[src/rtl/dsr_pkg.sv]
package dsr_pkg;

    typedef enum logic [1:0] {
        SRC_ALL_AND = 2'b00,
        SRC_ANY_OR  = 2'b01,
        SRC_SINGLE  = 2'b10,
        SRC_RSVD    = 2'b11
    } src_mode_e;

    // Word layout: [8] release, [7] deferred, [6:2] core index, [1:0] mode
    typedef struct packed {
        logic      release_en;
        logic      deferred;
        logic [4:0] core_idx;
        src_mode_e mode;
    } sink_cfg_t;

    localparam int unsigned CFG_W = $bits(sink_cfg_t);

endpackage

[src/rtl/dsr_cfg_regs.sv]
module dsr_cfg_regs #(
    parameter int unsigned NUM_CORES = 32,
    parameter int unsigned NUM_SINKS = 64,
    parameter int unsigned SINK_AW   = 6
) (
    input  logic                                   clk,
    input  logic                                   rst_n,
    input  logic                                   we,
    input  logic [SINK_AW:0]                       addr,
    input  logic [31:0]                            wdata,
    output logic [31:0]                            rdata,
    output dsr_pkg::sink_cfg_t [NUM_SINKS-1:0]     sink_cfg_o,
    output logic [NUM_CORES-1:0]                   mask_o
);
    import dsr_pkg::*;

    typedef struct packed {
        logic [NUM_CORES-1:0]          mask;
        sink_cfg_t [NUM_SINKS-1:0]     cfg;
    } regs_t;

    regs_t st_d, st_q;
    logic  sel_mask;
    logic  sink_hit;

    assign sel_mask = addr[SINK_AW];
    assign sink_hit = (32'(addr[SINK_AW-1:0]) < NUM_SINKS);

    always_comb begin
        st_d = st_q;
        if (we) begin
            if (sel_mask) begin
                st_d.mask = wdata[NUM_CORES-1:0];
            end else if (sink_hit) begin
                st_d.cfg[addr[SINK_AW-1:0]] = sink_cfg_t'(wdata[CFG_W-1:0]);
            end
        end
    end

    always_ff @(posedge clk or negedge rst_n) begin
        if (!rst_n) begin
            st_q.mask <= '1;
            st_q.cfg  <= '0;
        end else begin
            st_q <= st_d;
        end
    end

    always_comb begin
        rdata = '0;
        if (sel_mask) begin
            rdata[NUM_CORES-1:0] = st_q.mask;
        end else if (sink_hit) begin
            rdata[CFG_W-1:0] = st_q.cfg[addr[SINK_AW-1:0]];
        end
    end

    assign sink_cfg_o = st_q.cfg;
    assign mask_o     = st_q.mask;

    AST_MASK_WRITE: assert property (@(posedge clk) disable iff (!rst_n)
        (we && sel_mask) |=> (mask_o == $past(wdata[NUM_CORES-1:0])));
    AST_MASK_HOLD: assert property (@(posedge clk) disable iff (!rst_n)
        !we |=> $stable(mask_o));

endmodule

[src/rtl/dsr_source_select.sv]
module dsr_source_select #(
    parameter int unsigned NUM_CORES = 32,
    parameter int unsigned NUM_SINKS = 64
) (
    input  logic                                clk,
    input  logic                                rst_n,
    input  logic [NUM_CORES-1:0]                core_halt,
    input  logic [NUM_CORES-1:0]                mask,
    input  dsr_pkg::sink_cfg_t [NUM_SINKS-1:0]  sink_cfg,
    output logic [NUM_SINKS-1:0]                src_o
);
    import dsr_pkg::*;

    logic and_all;
    logic or_all;

    always_comb begin
        and_all = (mask != '0) && ((core_halt | ~mask) == '1);
        or_all  = |(core_halt & mask);
    end

    for (genvar s = 0; s < NUM_SINKS; s++) begin : g_sink
        logic single;
        always_comb begin
            single = (32'(sink_cfg[s].core_idx) < NUM_CORES) ?
                     core_halt[sink_cfg[s].core_idx] : 1'b0;
            unique case (sink_cfg[s].mode)
                SRC_ANY_OR:  src_o[s] = or_all;
                SRC_SINGLE:  src_o[s] = single;
                default:     src_o[s] = and_all;
            endcase
        end
    end

    AST_AND_IMPLIES_OR: assert property (@(posedge clk) disable iff (!rst_n)
        and_all |-> or_all);
    AST_EMPTY_MASK_LOW: assert property (@(posedge clk) disable iff (!rst_n)
        (mask == '0) |-> (!and_all && !or_all));

endmodule

[src/rtl/dsr_sink_gate.sv]
module dsr_sink_gate (
    input  logic               clk,
    input  logic               rst_n,
    input  logic               src_i,
    input  logic               done_i,
    input  dsr_pkg::sink_cfg_t cfg_i,
    output logic               susp_o
);
    typedef struct packed {
        logic susp;
    } gate_t;

    gate_t st_d, st_q;

    always_comb begin
        st_d = st_q;
        if (cfg_i.release_en || !src_i) begin
            st_d.susp = 1'b0;
        end else if (!cfg_i.deferred) begin
            st_d.susp = 1'b1;
        end else begin
            st_d.susp = st_q.susp | done_i;
        end
    end

    always_ff @(posedge clk or negedge rst_n) begin
        if (!rst_n) st_q <= '0;
        else        st_q <= st_d;
    end

    assign susp_o = st_q.susp;

    AST_RELEASE_QUIET: assert property (@(posedge clk) disable iff (!rst_n)
        cfg_i.release_en |=> !susp_o);
    AST_IMM_FOLLOW: assert property (@(posedge clk) disable iff (!rst_n)
        (!cfg_i.release_en && !cfg_i.deferred) |=> (susp_o == $past(src_i)));
    AST_DEF_WAIT: assert property (@(posedge clk) disable iff (!rst_n)
        (cfg_i.deferred && !susp_o && !done_i) |=> !susp_o);
    AST_DEF_HOLD: assert property (@(posedge clk) disable iff (!rst_n)
        (!cfg_i.release_en && cfg_i.deferred && susp_o && src_i) |=> susp_o);
    AST_SRC_DROP: assert property (@(posedge clk) disable iff (!rst_n)
        !src_i |=> !susp_o);

endmodule

[src/rtl/dsr_router.sv]
module dsr_router #(
    parameter int unsigned NUM_CORES = 32,
    parameter int unsigned NUM_SINKS = 64
) (
    input  logic                          clk,
    input  logic                          rst_n,
    input  logic [NUM_CORES-1:0]          core_halt,
    input  logic [NUM_SINKS-1:0]          periph_done,
    input  logic                          cfg_we,
    input  logic [$clog2(NUM_SINKS):0]    cfg_addr,
    input  logic [31:0]                   cfg_wdata,
    output logic [31:0]                   cfg_rdata,
    output logic [NUM_SINKS-1:0]          periph_suspend
);
    import dsr_pkg::*;

    localparam int unsigned SINK_AW = $clog2(NUM_SINKS);

    sink_cfg_t [NUM_SINKS-1:0] sink_cfg;
    logic [NUM_CORES-1:0]      mask;
    logic [NUM_SINKS-1:0]      src;

    dsr_cfg_regs #(
        .NUM_CORES (NUM_CORES),
        .NUM_SINKS (NUM_SINKS),
        .SINK_AW   (SINK_AW)
    ) u_regs (
        .clk        (clk),
        .rst_n      (rst_n),
        .we         (cfg_we),
        .addr       (cfg_addr),
        .wdata      (cfg_wdata),
        .rdata      (cfg_rdata),
        .sink_cfg_o (sink_cfg),
        .mask_o     (mask)
    );

    dsr_source_select #(
        .NUM_CORES (NUM_CORES),
        .NUM_SINKS (NUM_SINKS)
    ) u_sel (
        .clk       (clk),
        .rst_n     (rst_n),
        .core_halt (core_halt),
        .mask      (mask),
        .sink_cfg  (sink_cfg),
        .src_o     (src)
    );

    for (genvar s = 0; s < NUM_SINKS; s++) begin : g_gate
        dsr_sink_gate u_gate (
            .clk    (clk),
            .rst_n  (rst_n),
            .src_i  (src[s]),
            .done_i (periph_done[s]),
            .cfg_i  (sink_cfg[s]),
            .susp_o (periph_suspend[s])
        );
    end

    AST_RESET_QUIET: assert property (@(posedge clk)
        !rst_n |=> (periph_suspend == '0 || rst_n));

endmodule

[config.mk]
export PLATFORM = sky130hd
export DESIGN_NAME = dsr_router
export DESIGN_NICKNAME = d
export VERILOG_FILES = /design/src/rtl/dsr_pkg.sv /design/src/rtl/dsr_cfg_regs.sv /design/src/rtl/dsr_source_select.sv /design/src/rtl/dsr_sink_gate.sv /design/src/rtl/dsr_router.sv
export SDC_FILE = /design/constraint.sdc
export NUM_CORES = 2
export LEC_CHECK = 0
export BUFFER_PORTS_ARGS = -buffer_cell sky130_fd_sc_hd__clkbuf_2
export CAP_MARGIN = 5
export CORE_ASPECT_RATIO = 2
export CORE_MARGIN = 3
export CORE_UTILIZATION = 58
export CTS_CLUSTER_SIZE = 8
export DETAILED_ROUTE_END_ITERATION = 8
export PLACE_DENSITY_LB_ADDON = 0.1
export RECOVER_POWER = 25
export SLEW_MARGIN = 20
export SYNTH_ARGS = -nofsm -noshare
export SYNTH_HDL_FRONTEND = slang
export SYNTH_SLANG_ARGS = --single-unit
[constraint.sdc]
create_clock -name clk -period 3.15 [get_ports clk]
set_input_delay 0.63 -clock clk [delete_from_list [all_inputs] [get_ports clk]]
set_output_delay 0.63 -clock clk [all_outputs]
set_load 0.05 [all_outputs]
-- Word-level counts from Yosys, hierarchy flattened
Index checks and enable logic that the tools add are counted.
- register bits after elaboration: 672
- bits of input ports: 138
- output and inout port bits: 96
- $lt $le $gt $ge: 66
- equal/unequal tests: 129
- multiplexer cells: 327
- bitwise logic cells: 68
- reductions and logical operators: 134
- operators by type and width (cell ; count):
    bitwise mux 576 bit ; 1
    < comparator 5 x 6 -> 1 bit (second input constant) ; 64
    binary-select mux 1 bit (select 5 bit) ; 64
    two-way mux 1 bit ; 192
    equality test 2 x 1 -> 1 bit (second input constant) ; 64
    equality test 2 bit (second input constant) ; 64
    case mux 1 bit (2 select lines) ; 64
    logical NOT 1 bit ; 64
    logical OR 1 bit ; 64
    OR 1 bit ; 64
    binary-select mux 9 bit (select 6 bit) ; 1
    demux 9 bit (select 6 bit) ; 1
    AND 32 bit ; 1
    equality test 32 bit (second input constant) ; 1
    inverter 32 bit ; 1
    OR 32 bit ; 1
    nonzero test 32 bit ; 1
    OR reduction 32 bit ; 1
    two-way mux 9 bit ; 3
    two-way mux 23 bit ; 1
    < comparator 6 x 7 -> 1 bit (second input constant) ; 1
    greater-or-equal comparator 6 x 1 -> 1 bit (second input constant) ; 1
    AND reduction 2 bit ; 2
    logical AND 1 bit ; 2
    inverter 1 bit ; 1

-- Longest topological paths before layout
- word-level depth: 8
- mapped depth: 10
- mapped depth without buffers: 6

-- Hierarchy
Synthesis repeated with hierarchy kept, for this count alone.
- cell total of the unflattened synthesis: 4246
- area, all modules: 54333.4 µm²
- by module, submodules not included (module ; instances ; cells an instance ; area each (µm²) ; seq. area each (µm²)):
    dsr_cfg_regs ; 1 ; 1979 ; 28235.8 ; 15254.6
    dsr_source_select ; 1 ; 2011 ; 22814.4 ; 0.0
    dsr_sink_gate ; 64 ; 4 ; 51.3 ; 25.0

-- Least setup slack after synthesis
OpenSTA, ideal clock, no wires.
- kind: input to output
- start: input port cfg_addr[1]
- end: output port cfg_rdata[2]
- data arrival time: 2.629 ns
- data required time: 2.520 ns
- setup slack: -0.109 ns
- stages: 9
- path buffers: 4
- cells stage by stage: buf_6 -> buf_6 -> buf_6 -> buf_4 -> a21oi_1 -> a211oi_1 -> a311oi_1 -> o22a_1 -> a31oi_1
- longest elaborated chain between the ends: 3
- ends and longest elaborated chain (item ; line ; RTL):
    from (decl) ; dsr_router.sv:10 ; input logic [$clog2(NUM_SINKS):0] cfg_addr,
    binary-select mux 9 bit (select 6 bit) ; dsr_cfg_regs.sv:54 ; rdata[CFG_W-1:0] = st_q.cfg[addr[SINK_AW-1:0]];
    two-way mux 9 bit (implied by the code) ; dsr_cfg_regs.sv:54 ;
    two-way mux 9 bit ; dsr_cfg_regs.sv:51 ; if (sel_mask) begin
    to (decl) ; dsr_router.sv:12 ; output logic [31:0] cfg_rdata,
Every way passes these cells. The select of a mux whose other input is x is not followed.

-- Worst setup path after layout
- start: register u_regs.st_q (netlist bit u_regs.sink_cfg_o[241])
- end: output port cfg_rdata[7]
- longest elaborated chain between the ends: 3
- ends and longest elaborated chain (item ; line ; RTL):
    from (decl) ; dsr_cfg_regs.sv:22 ; regs_t st_d, st_q;
    from (signal assigned) ; dsr_cfg_regs.sv:45 ; st_q <= st_d;
    binary-select mux 9 bit (select 6 bit) ; dsr_cfg_regs.sv:54 ;
    two-way mux 9 bit (implied by the code) ; dsr_cfg_regs.sv:54 ;
    two-way mux 9 bit ; dsr_cfg_regs.sv:51 ;
Every way passes these cells. The select of a mux whose other input is x is not followed.

==> flow_metrics.py <==
metrics = {
    "floorplan": {
        "floorplan.core_area_um2": 89800,
        "dieWidth_um": 219,
        "fp-row-count": 155,
        "design.die.area_um2": 94800,
        "start_util": 0.588,
        "die_height_um": 433,
        "io_pins": 234,
    },
    "sta": {
        "final_period_minus_worst_setup_slack_ps": 3610,
        "final.period_utilization": 1.15,
        "max_slew.worst_pin.slew_ps": 2320,
        "setup_viol": 28,
        "slew_viol_final": 70,
        "finalWorstSetupSlack_ps": -462,
        "setup_total_negative_slack_ps": -3640,
        "fmax_mhz": 277,
        "timing.slew.headroom": -0.545,
        "rsz_0062_raised_after_global_routing": "true",
        "final_setup_skew_ps": 24.5,
        "final_count_of_hold_timing_violations": 0,
        "whs_ps": 143,
    },
    "pwr": {
        "netSwitchingFraction": 0.345,
        "powerDensity_nw_per_um2": 469,
        "power.sequential.fraction": 0.377,
        "clock_power_share": 0.331,
        "peakVddDrop_v": 0.000505,
        "switchingPower_mw": 9.92,
        "cellLeakagePower_nw": 26.2,
        "internal_power_mw": 18.9,
        "comb_power_share": 0.292,
    },
    "detailed_routing": {
        "detail_route.iter0.violations": 6331,
        "drt_wl_total_mm": 246,
        "drc": 0,
        "avgViaCountPerCell": 7.94,
        "routed-via-count": 46300,
        "avgRoutedWirePerCell_um": 42.2,
        "firstDrtPassIters": 6,
        "ant_nets": 0,
    },
    "synth": {
        "asyncSetResetFlopFracSynth": 1.00,
        "yosys.cell_count.top_type": "sky130_fd_sc_hd__dfrtp_1",
        "yosys-top-cells-count": "sky130_fd_sc_hd__dfrtp_1, sky130_fd_sc_hd__mux2_2, sky130_fd_sc_hd__mux4_2",
        "synth_largest_type_area_fraction": 0.304,
        "synth_flop_cell": "sky130_fd_sc_hd__dfrtp_1",
        "synth.largest_area_cell": "sky130_fd_sc_hd__dfrtp_1",
        "synth.cell_area_um2": 52800,
        "yosysUniqueCellTypes": 70,
        "syn_area_per_cell_um2": 12.3,
        "post_synth_edffs": 0,
        "netlist_top_cells_area": "sky130_fd_sc_hd__dfrtp_1, sky130_fd_sc_hd__mux4_2, sky130_fd_sc_hd__mux2_2, sky130_fd_sc_hd__mux2i_1, sky130_fd_sc_hd__mux4_1",
        "post_synth_inst_count": 4278,
        "yosys_register_bits": 672,
        "synthesis.yosys.warnings": 0,
        "synthesis.nets": 4544,
        "synth_seq_area_share": 0.319,
    },
    "placement": {
        "dp_hpwl_mm": 163,
        "globalplace.congestion": 1.11,
        "numPortBuffers": 233,
        "place.detailed.instances": 5606,
    },
    "critical_path": {
        "crit_required_ps": 2520,
        "worstReg2RegEnd": "g_gate[4].u_gate.susp_o",
        "worst-r2r-cell-count": 7,
        "timing.critical_path.from_type": "flip-flop",
        "cp_class": "flip-flop to output port",
        "rr_startpoint": "u_regs.mask_o[7]",
        "cp-end-kind": "output port",
        "arrival_ps": 2980,
        "critical_path_peak_fanout": 2,
        "regToRegSetupSlack_ps": 720,
    },
    "grt": {
        "vias_in_the_first_global_route": 47000,
        "track_usage": 0.523,
        "grt_first_pass_wirelength_mm": 346,
        "grt_start_max_net_pins": 70,
        "antenna_found_initial": 15,
        "globalRouteOverflowTotal": 0,
    },
    "clock_tree": {
        "number_of_buffers_created_by_cts": 94,
        "tritoncts": "yes",
        "htree_levels": 3,
        "cts.path.max_buffers": 3,
        "clkSlewWorstSetupHoldPaths_ps": 50,
        "cts_num_sinks": 672,
        "clock_latency_ps": 730,
        "clockRootBuffer": "sky130_fd_sc_hd__clkbuf_16",
    },
    "finish": {
        "fin_nets": 4854,
        "post_route_cells_drive_above_1_share": 0.485,
        "area_growth_synth_to_finish_pct": 16.4,
        "stdcell_count": 5829,
    },
    "min_path": {
        "hold_path.startpoint": "cfg_wdata[28]",
        "hold-path-cell-count": 2,
        "hold_path_end": "u_regs.mask_o[28]",
        "hold_class": "input pin to flip-flop",
    },
    "job": {
        "maxCapViolCount": 1,
    },
    "run_status": {
        "violations": "max-capacitance violations, max-slew violations, negative setup slack",
        "status": "complete, but fails checks",
    },
}
## power by group through the flow
stage                     Combinational, mW  Clock [mW]  Sequential (mW)
after floorplan                        5.48           0             10.1
after global placement                 7.70           0             10.9
after detailed placement               7.86           0             10.9
after CTS                              8.10        9.54             10.8
after global routing                   8.73        9.90             10.9
final                                  8.41        9.52             10.9
## placed cells by master (no fill, tap or decap), types with 22 or more instances in the layout
cell	n
sky130_fd_sc_hd__a2111oi_0	31
sky130_fd_sc_hd__nand2_1	182
sky130_fd_sc_hd__clkinv_1	59
sky130_fd_sc_hd__diode_2	23
sky130_fd_sc_hd__nor2b_1	65
sky130_fd_sc_hd__buf_12	84
sky130_fd_sc_hd__o21ai_0	84
sky130_fd_sc_hd__a221oi_1	22
sky130_fd_sc_hd__a21oi_1	150
sky130_fd_sc_hd__dfstp_2	32
sky130_fd_sc_hd__ha_1	128
sky130_fd_sc_hd__clkbuf_1	39
sky130_fd_sc_hd__nand3b_1	64
sky130_fd_sc_hd__mux4_2	551
sky130_fd_sc_hd__clkbuf_16	95
sky130_fd_sc_hd__o22ai_1	35
sky130_fd_sc_hd__dfrtp_2	47
sky130_fd_sc_hd__a22o_1	73
sky130_fd_sc_hd__mux2i_1	220
sky130_fd_sc_hd__dfrtp_1	593
sky130_fd_sc_hd__a22oi_1	64
sky130_fd_sc_hd__nor2_1	132
sky130_fd_sc_hd__clkbuf_2	224
sky130_fd_sc_hd__and4b_1	63
sky130_fd_sc_hd__inv_1	156
sky130_fd_sc_hd__mux4_1	67
sky130_fd_sc_hd__mux2_2	556
sky130_fd_sc_hd__buf_4	477
sky130_fd_sc_hd__nand2_2	24
## what timing repair did
action / CTS / global route
hold endpoints to repair: 15 / 0
buffers inserted: 41 / 25
hold buffers: 1 / 0
resized for setup: 153 / 70
setup endpoints to repair: 9 / 9
pin swaps: 35 / 30
cloned: 2 / 0
## registers in the layout, summed over array words and instances (netlist names)
name,count
u_regs.mask_o,32
u_regs.sink_cfg_o,576
g_gate.u_gate.susp_o,64
## logic make-up (layout without fill, tap and decap cells)
family,after synthesis,count (layout),synth area share
AOI/OAI and AO/OA,600,600,0.0794
adders and majority gates,128,128,0.0304
buffers and inverters,827,1178,0.0710
DFF,672,672,0.319
muxes,1421,1421,0.434
other,0,23,0
and+or+nand+nor,630,630,0.0653
## cell type report
class                           count  area, um^2
Timing Repair Buffer              825        6900
Fill cell                        6668       28400
Sequential cell                   672       16900
Antenna cell                       23        57.6
Multi-Input combinational cell   2779       32700
Clock inverter                      6        60.1
Inverter                          216         811
Clock buffer                      131        2490
Tap cell                         1177        1470
## metal layers
metal | vias to the layer above | track usage | part of all wire
li1 | 17000 | - | -
met1 | 22800 | 0.565 | 0.29
met2 | 4623 | 0.777 | 0.44
met3 | 1886 | 0.178 | 0.13
met4 | 6 | 0.529 | 0.14
met5 | - | 0.000529 | 0.00011
## metrics by stage
stage	power, mW	instance area [um^2]	util	worst slack (ps)
after floorplan	15.6	52800	-	194
after global placement	18.6	57600	0.642	-879
after detailed placement	18.8	57600	0.642	-879
after CTS	28.4	61100	0.680	-475
after global routing	29.5	61300	0.683	-456
final	28.8	61400	0.684	-462
## critical path: stages, from the launching register on
cell and delay (ps):
sky130_fd_sc_hd__dfrtp_2 430, sky130_fd_sc_hd__mux4_2 460, sky130_fd_sc_hd__mux2_4 290, sky130_fd_sc_hd__nand2_4 70, sky130_fd_sc_hd__nand4_1 270, sky130_fd_sc_hd__o32a_1 550, sky130_fd_sc_hd__buf_12 200
## how the worst max path moves through the flow
stage	to	depth (start not counted)	slack [ps]	startpoint
floorplan	cfg_rdata[0]	9	190	cfg_addr[1]
global placement	cfg_rdata[2]	8	-880	cfg_addr[0]
detailed placement	cfg_rdata[2]	8	-880	cfg_addr[0]
CTS	cfg_rdata[6]	8	-470	u_regs.sink_cfg_o[330]
global route	cfg_rdata[6]	6	-460	u_regs.sink_cfg_o[186]
finish	cfg_rdata[7]	6	-460	u_regs.sink_cfg_o[241]
Note: power is estimated with default switching activity, not from simulation.
